--- src/rtl/eth_lenchk_pkg.sv ---
package eth_lenchk_pkg;
  localparam int unsigned LEN_W = 16;
  typedef logic [LEN_W-1:0] len_t;

  typedef struct packed {
    logic done;   // the frame ends on this cycle's byte
    len_t size;   // total bytes including this one
    len_t field;  // length/type field as captured so far
  } frame_sum_t;
endpackage

--- src/rtl/lenchk_bytecnt.sv ---
module lenchk_bytecnt
  import eth_lenchk_pkg::*;
#(
  parameter int unsigned HDR_BYTES = 14
) (
  input  logic       clk,
  input  logic       rst_n,
  input  logic       byte_vld,
  input  logic       byte_sof,
  input  logic       byte_eof,
  input  logic [7:0] byte_data,
  output frame_sum_t summ
);
  localparam len_t POS_HI  = len_t'(HDR_BYTES - 1);
  localparam len_t POS_LO  = len_t'(HDR_BYTES);
  localparam len_t CNT_TOP = '1;

  logic cnt_en;
  logic in_q, in_n;
  len_t cnt_q, cnt_n;
  len_t fld_q, fld_n;

  assign cnt_en = byte_vld & (byte_sof | in_q);

  always_comb begin
    cnt_n = cnt_q;
    fld_n = fld_q;
    in_n  = in_q;
    if (cnt_en) begin
      if (byte_sof) begin
        cnt_n = len_t'(1);
        fld_n = '0;
      end else if (cnt_q != CNT_TOP) begin
        cnt_n = cnt_q + len_t'(1);
      end
      if (cnt_n == POS_HI) fld_n[15:8] = byte_data;
      if (cnt_n == POS_LO) fld_n[7:0]  = byte_data;
      in_n = ~byte_eof;
    end
  end

  always_ff @(posedge clk or negedge rst_n) begin
    if (!rst_n) begin
      cnt_q <= '0;
      fld_q <= '0;
      in_q  <= 1'b0;
    end else if (cnt_en) begin
      cnt_q <= cnt_n;
      fld_q <= fld_n;
      in_q  <= in_n;
    end
  end

  assign summ.done  = cnt_en & byte_eof;
  assign summ.size  = cnt_n;
  assign summ.field = fld_n;
endmodule

--- src/rtl/lenchk_judge.sv ---
module lenchk_judge
  import eth_lenchk_pkg::*;
#(
  parameter int unsigned MIN_BYTES  = 64,
  parameter int unsigned MAX_BYTES  = 1518,
  parameter int unsigned HDR_BYTES  = 14,
  parameter int unsigned OVH_BYTES  = 18,
  parameter int unsigned TYPE_FLOOR = 16'h0600
) (
  input  frame_sum_t summ,
  input  logic       chk_en,
  output logic       hit
);
  localparam len_t MIN_L  = len_t'(MIN_BYTES);
  localparam len_t MAX_L  = len_t'(MAX_BYTES);
  localparam len_t HDR_L  = len_t'(HDR_BYTES);
  localparam len_t OVH_L  = len_t'(OVH_BYTES);
  localparam len_t TYPE_L = len_t'(TYPE_FLOOR);

  logic in_win, is_len, hdr_ok, short_pl;
  len_t payload;

  always_comb begin
    in_win   = (summ.size >= MIN_L) && (summ.size <= MAX_L);
    is_len   = summ.field < TYPE_L;
    hdr_ok   = summ.size >= HDR_L;
    payload  = summ.size - OVH_L;
    short_pl = (summ.size >= OVH_L) && (payload < summ.field);
    hit      = summ.done & chk_en & in_win & is_len & hdr_ok & short_pl;
  end
endmodule

--- src/rtl/lenchk_errcnt.sv ---
module lenchk_errcnt #(
  parameter int unsigned ERR_W = 10
) (
  input  logic             clk,
  input  logic             rst_n,
  input  logic             clr,
  input  logic             inc,
  output logic [ERR_W-1:0] cnt
);
  localparam logic [ERR_W-1:0] CNT_TOP = '1;

  logic [ERR_W-1:0] cnt_q, cnt_n;
  logic             cnt_en;

  assign cnt_en = clr | (inc & (cnt_q != CNT_TOP));

  always_comb begin
    if (clr) cnt_n = '0;
    else     cnt_n = cnt_q + {{(ERR_W-1){1'b0}}, 1'b1};
  end

  always_ff @(posedge clk or negedge rst_n) begin
    if (!rst_n)      cnt_q <= '0;
    else if (cnt_en) cnt_q <= cnt_n;
  end

  assign cnt = cnt_q;
endmodule

--- src/rtl/eth_lenchk.sv ---
module eth_lenchk
  import eth_lenchk_pkg::*;
#(
  parameter int unsigned MIN_BYTES  = 64,
  parameter int unsigned MAX_BYTES  = 1518,
  parameter int unsigned HDR_BYTES  = 14,
  parameter int unsigned OVH_BYTES  = 18,
  parameter int unsigned TYPE_FLOOR = 16'h0600,
  parameter int unsigned ERR_W      = 10
) (
  input  logic             clk,
  input  logic             rst_n,
  input  logic             byte_vld,
  input  logic             byte_sof,
  input  logic             byte_eof,
  input  logic [7:0]       byte_data,
  input  logic             chk_en,
  input  logic             cnt_clr,
  output logic             discard_o,
  output logic [ERR_W-1:0] err_cnt_o
);
  frame_sum_t summ;
  logic       hit;
  logic       drop_q;

  lenchk_bytecnt #(.HDR_BYTES(HDR_BYTES)) u_cnt (
    .clk(clk), .rst_n(rst_n), .byte_vld(byte_vld), .byte_sof(byte_sof),
    .byte_eof(byte_eof), .byte_data(byte_data), .summ(summ)
  );

  lenchk_judge #(
    .MIN_BYTES(MIN_BYTES), .MAX_BYTES(MAX_BYTES), .HDR_BYTES(HDR_BYTES),
    .OVH_BYTES(OVH_BYTES), .TYPE_FLOOR(TYPE_FLOOR)
  ) u_judge (
    .summ(summ), .chk_en(chk_en), .hit(hit)
  );

  lenchk_errcnt #(.ERR_W(ERR_W)) u_err (
    .clk(clk), .rst_n(rst_n), .clr(cnt_clr), .inc(hit), .cnt(err_cnt_o)
  );

  always_ff @(posedge clk or negedge rst_n) begin
    if (!rst_n) drop_q <= 1'b0;
    else        drop_q <= hit;
  end

  assign discard_o = drop_q;
endmodule

--- config.mk ---
export PLATFORM = sky130hd
export DESIGN_NAME = eth_lenchk
export DESIGN_NICKNAME = d
export VERILOG_FILES = /design/src/rtl/eth_lenchk_pkg.sv /design/src/rtl/lenchk_bytecnt.sv /design/src/rtl/lenchk_judge.sv /design/src/rtl/lenchk_errcnt.sv /design/src/rtl/eth_lenchk.sv
export SDC_FILE = /design/constraint.sdc
export NUM_CORES = 1
export LEC_CHECK = 0
export ABC_AREA = 0
export BUFFER_PORTS_ARGS = -buffer_cell sky130_fd_sc_hd__buf_2
export CAP_MARGIN = 20
export CORE_ASPECT_RATIO = 1.75
export CORE_MARGIN = 2
export CORE_UTILIZATION = 60
export DETAILED_ROUTE_END_ITERATION = 8
export PLACE_DENSITY = 0.84
export SLEW_MARGIN = 20
export SYNTH_ARGS = -nofsm -noshare
export SYNTH_HDL_FRONTEND = slang
export SYNTH_SLANG_ARGS = --single-unit
--- constraint.sdc ---
create_clock -name clk -period 7.7 [get_ports clk]
set_clock_uncertainty 0.15 [all_clocks]
set_input_delay 1.54 -clock clk [delete_from_list [all_inputs] [get_ports clk]]
set_output_delay 1.54 -clock clk [all_outputs]
set_load 0.01 [all_outputs]
==> impl_metrics.tcl, run 1 <==
set metrics [dict create \
    cts-hold-fix-buffers 0 \
    overflow 0 \
    finalNonFillerCells 507 \
    holdWs_ns 0.363 \
    drc 0 \
    diodes 0 \
    cp_slowest_stage_delay_ns 0.66 \
    fin_crit_sh_pct 90.7 \
    antenna_found_initial 0 \
    status "complete, no violations" \
    numCtsBuffers 5 \
    synth_fa_ha_area_share_pct 6.83 \
    rows 37 \
    critical_path_required_ns 7.78 \
    die_w_um 63.1 \
    crit_fanout 18 \
    ctsResizeCount 0 \
    synthArstFlopShare_pct 100 \
    place_ws_ns 0.553 \
    fmax_mhz 143 \
    final_util_pct 65.8 \
    start_util_pct 62.3 \
    post_drt_wl_per_cell_um 20.5 \
    synth_top_family_by_area "compound AO/OA/AOI/OAI gates" \
    synth-seq-area-share_pct 30.0 \
    endpoint_kind "flip-flop" \
    cts_tree "built" \
    clockBufferDepth 2 \
    path_class "reg2reg" \
    p_per_area_mw_per_mm2 124 \
    critPathLaunchType "flip-flop" \
    yosys.area_share.simple_pct 25.1 \
    netlist_area_mm2 0.00366 \
    hold_class "reg2reg" \
    dr.pass1.iters 4 \
    max-vdd-ir-drop_v 0.000189 \
    rsz0062_at_grt "no" \
    drv_slew 0 \
    p_leak_nw 1.70 \
    clock_latency_ns 0.31 \
    total_power_mw 0.478 \
    synth_warnings 0 \
    postRouteAntennaNets 0 \
    drtIter0Drc 216 \
    ys_dominant_reg_cell "dfrtp_1" \
    worst_pin_slew_ns 0.731 \
    synth_nets 455 \
    cts.sinks 44 \
    setup-violations-final 0 \
    io_pins 26 \
    viasPerCell 6.82 \
    arrival_ns 7.06 \
    grt_pass1_wl_um 16700 \
    final_area_mm2 0.00387 \
    syn2layout_area_growth_pct 5.60 \
    slew_headroom_pct 50.9 \
    design.core.area_mm2 0.00588 \
    routed_wl_um 10400 \
    gp_congestion 0.980 \
    drive_gt1_share_pct 13.3 \
    first_global_vias 3501 \
    hpwl_um 7980 \
    grt.total_usage_pct 32.3 \
    vias 3457 \
    cts_root_buf "clkbuf_8" \
    placed_area_mm2 0.00377 \
    avgSynthCellArea_um2 8.73 \
    portBuffers 25 \
    placedCellCount 499 \
    htreeDepth 2 \
    fin_crit_ns 6.98 \
    synthMuxAreaShare_pct 0.888 \
    grt_max_degree 45 \
    final.setup.tns_ns 0 \
    setup_ws_ns 0.716 \
    synthCells 420 \
    ys_ff_latch 44 \
    path_delay_family "compound AO/OA/AOI/OAI gates" \
    hold_viol_final 0 \
    synth_compound_area_share_pct 26.1 \
    path_cells "ha_1 > nand3_1 > o41ai_1 > nor3_1 > mux2_2 > or4_1 > or2_1 > nor3_1 > nand2_1 > xnor2_1 > ha_1 > a21o_1 > a21o_1 > a2111oi_0 > o2111a_1 > nand4b_1 > a311oi_2 > o2111ai_4 > or4_1 > a21oi_1" \
    critPathSlowestCell "o41ai_1" \
    clkTransAtPathRegs_ns 0.09 \
    path_buf_inv 0 \
    nets 463 \
    synth_edf_count 0 \
    synth_xor_area_share_pct 3.82 \
    post_cts_buffers 0 \
    synth.distinct_cells 72 \
    die_y_um 107 \
    dieArea_mm2 0.00677 \
    max_cap_violations 0 \
]
## cell type report
cell class | count | area, um2
multi-input combinational | 316 | 2300
fill | 511 | 2010
sequential | 44 | 1100
timing repair buffer | 29 | 158
inverter | 32 | 121
tap | 78 | 97.6
clock buffer | 7 | 86.3
clock inverter | 1 | 7.51
## report_power, final
| group | internal, mW | switching, mW |
|---|---|---|
| Combinational | 0.0274 | 0.0491 |
| Sequential | 0.234 | 0.0102 |
| Clock | 0.0730 | 0.0841 |
## per-layer routing
metal | vias to the layer above | global-route usage, % | wire length, um
met1 | 1616 | 32.8 | 3590
li1 | 1617 | - | -
met4 | 0 | 28.1 | 868
met2 | 167 | 57.2 | 5360
met5 | - | 0 | 0
met3 | 57 | 4.18 | 559
## cell usage after synthesis, types with 4 or more instances
cell type | instances | area (um2)
xnor2_1 | 8 | 70.1
buf_2 | 16 | 80.1
o21ai_0 | 11 | 55.1
and2_1 | 4 | 25.0
nor3_1 | 11 | 55.1
nand2_1 | 23 | 86.3
or3_1 | 5 | 31.3
a22o_1 | 10 | 87.6
a21o_1 | 10 | 75.1
nor2b_1 | 4 | 25.0
a21oi_1 | 20 | 100
a211oi_1 | 5 | 37.5
clkbuf_1 | 7 | 26.3
o211a_1 | 4 | 40.0
nand3b_1 | 4 | 30.0
a31oi_1 | 8 | 50.1
o31ai_1 | 6 | 45.0
nand4_1 | 9 | 56.3
a32o_1 | 5 | 50.1
nor4_1 | 9 | 56.3
ha_1 | 20 | 250
xor2_1 | 8 | 70.1
or4_1 | 7 | 52.6
and3_1 | 13 | 81.3
nand3_1 | 17 | 85.1
nor2_1 | 30 | 113
dfrtp_1 | 44 | 1100
and4_1 | 6 | 52.6
inv_1 | 31 | 116
## cells in the final DEF, fill, tap and decap left out, drive strengths merged, types with 11 or more instances in the layout
cell | synthesis | layout
nand3 | 17 | 17
ha | 20 | 20
a21oi | 20 | 20
buf | 21 | 29
o21ai | 13 | 13
nand2 | 23 | 23
dfrtp | 44 | 44
nor2 | 30 | 30
and3 | 13 | 13
nor4 | 11 | 11
nor3 | 12 | 12
inv | 31 | 31
nand4 | 12 | 12
## flip-flops by register name, indices dropped and copies added (netlist names)
| signal | cells |
|---|---|
| u_cnt.cnt_q | 16 |
| u_cnt.fld_q | 16 |
| u_err.cnt | 10 |
| discard_o | 1 |
| u_cnt.in_q | 1 |
## kinds of logic after synthesis
logic type                 after synthesis
adders and majority gates               20
xor gates and xnor gates                16
muxes                                    3
AOI/OAI and AO/OA                      120
and+or+nand+nor                        157
buffers and inverters                   60
DFF                                     44
## path summary, 6_finish.rpt
check | from | endpoint | slack, ns | depth (start not counted)
max | u_cnt.cnt_q[0] | u_err.cnt[7] | 0.72 | 20
min reg2reg | u_cnt.fld_q[3] | u_cnt.fld_q[3] | 0.36 | 1
max reg2reg | u_cnt.cnt_q[0] | u_err.cnt[7] | 0.72 | 20
min | u_cnt.fld_q[3] | u_cnt.fld_q[3] | 0.36 | 1
min in group asynchronous | rst_n | u_cnt.cnt_q[2] | 1.06 | 1
max in group asynchronous | rst_n | u_err.cnt[3] | 5.93 | 1
Power figures use the tool's default switching activity.
==> inputs of run 2 (changes only) <==
Settings changed: MAX_ROUTING_LAYER from default to met4, RECOVER_POWER from default to 25.
==> impl_metrics.tcl, run 2 (synthesis gave the netlist of run 1 again) <==
set metrics [dict create \
    numCtsBuffers 5 \
    drtIter0Drc 224 \
    first_global_vias 3421 \
    path_delay_family "compound AO/OA/AOI/OAI gates" \
    ctsResizeCount 0 \
    fillers 521 \
    drv_slew 45 \
    hold_viol_final 0 \
    placedCellCount 501 \
    path_class "in2reg" \
    overflow 0 \
    rows 37 \
    total_power_mw 0.505 \
    die_w_um 63.1 \
    final.setup.tns_ns 0 \
    final_area_mm2 0.00389 \
    slew_headroom_pct -63.4 \
    setup-violations-final 0 \
    mostFrequentLayoutCells "dfrtp_1, inv_1, nor2_1" \
    final_util_pct 66.2 \
    finalNonFillerCells 509 \
    worst_pin_slew_ns 2.45 \
    fin_crit_sh_pct 89.5 \
    postRouteAntennaNets 0 \
    nets 465 \
    io_pins 26 \
    status "complete, but fails checks" \
    cp.depth 19 \
    drc 0 \
    fin_crit_ns 6.89 \
    syn2layout_area_growth_pct 6.28 \
    hold_class "reg2reg" \
    cts_tree "built" \
    die_y_um 107 \
    grt_pass1_wl_um 16800 \
    path_cells "buf_2 > and2_1 > o2111ai_1 > a32o_1 > or4_1 > or2_1 > nor3_1 > nand2_1 > xnor2_1 > ha_1 > a21o_1 > a21o_1 > a2111oi_0 > o2111a_1 > nand4b_1 > a311oi_2 > o2111ai_4 > or4_1 > a21oi_1" \
    cts-hold-fix-buffers 0 \
    vias 3516 \
    final_common_cell "dfrtp_1" \
    critical_path_required_ns 7.79 \
    min_path_cells 1 \
    diodes 0 \
    arrival_ns 6.97 \
    p_leak_nw 1.72 \
    max_cap_violations 1 \
    antenna_found_initial 0 \
    seq_area_mm2 0.00110 \
    dr.pass1.iters 5 \
    htreeDepth 2 \
    grt_max_degree 45 \
    fmax_mhz 145 \
    violations "max-capacitance violations, max-slew violations" \
    routed_wl_um 10600 \
    cts_root_buf "clkbuf_8" \
    gp_congestion 1.00 \
    design.core.area_mm2 0.00588 \
    cts.sinks 44 \
    endpoint_kind "flip-flop" \
    critPathLaunchType "input pin" \
    portBuffers 25 \
    max-vdd-ir-drop_v 0.000153 \
    grt.total_usage_pct 33.5 \
    post_drt_wl_per_cell_um 20.8 \
    placed_area_mm2 0.00379 \
    clockBufferDepth 2 \
    critPathSlowestCell "or4_1" \
    rr_worst_depth 21 \
    rsz0062_at_grt "no" \
    start_util_pct 62.3 \
    hpwl_um 8150 \
    path_buf_inv 1 \
    cp_slowest_stage_delay_ns 0.58 \
    clock_latency_ns 0.32 \
    post_cts_buffers 0 \
    drive_gt1_share_pct 13.5 \
    clkTransAtPathRegs_ns 0.08 \
    crit_fanout 18 \
    p_per_area_mw_per_mm2 130 \
    dieArea_mm2 0.00677 \
    multi_input_area_mm2 0.00230 \
    viasPerCell 6.91 \
]
[run 2: worst paths after layout]
kind	end	slack [ns]	start
max in group asynchronous	u_err.cnt[0]	4.18	rst_n
worst max-delay path	u_err.cnt[4]	0.81	byte_vld
worst min-delay path	u_cnt.fld_q[2]	0.36	u_cnt.fld_q[2]
worst min register to register	u_cnt.fld_q[2]	0.36	u_cnt.fld_q[2]
min in group asynchronous	u_cnt.cnt_q[9]	1.82	rst_n
worst max register to register	u_err.cnt[4]	0.88	u_cnt.cnt_q[0]
[run 2: cell type report]
class	count	share of cell area, %
Multi-Input combinational cell	316	59.0
Clock buffer	6	1.86
Timing Repair Buffer	31	4.34
Inverter	32	3.12
Sequential cell	44	28.3
Tap cell	78	2.51
Clock inverter	2	0.899
[run 2: metal layers]
metal	GRT usage (%)	wire length [um]	share of wire, %
met4	23.2	643	6.1
met3	3.97	386	3.6
met1	32.3	3730	35
met5	-	0	0
met2	61.2	5820	55
[run 2: report_power, final]
part | switching, mW | internal [mW] | total [mW] | leakage (nW)
registers | 0.0105 | 0.234 | 0.245 | 0.608
clock network | 0.0842 | 0.0964 | 0.181 | 0.0552
logic | 0.0506 | 0.0284 | 0.0790 | 1.05
[run 2: worst reg2reg max path: cells and delay by family (launching register included)]
| family | cells | cell delay, ns |
|---|---|---|
| adders and majority gates | 2 | 0.63 |
| and+or+nand+nor | 8 | 2.21 |
| DFF | 1 | 0.59 |
| buffers and inverters | 1 | 0.19 |
| xor gates and xnor gates | 1 | 0.15 |
| AOI/OAI and AO/OA | 8 | 2.49 |
| muxes | 1 | 0.35 |
[run 2: through the flow]
stage,hold WS (ns),worst slack (ns)
after CTS,0.365,0.906
after detailed placement,0.339,0.605
after floorplan,0.315,1.38
after global routing,0.374,0.410
final,0.360,0.811
after global placement,0.339,0.810
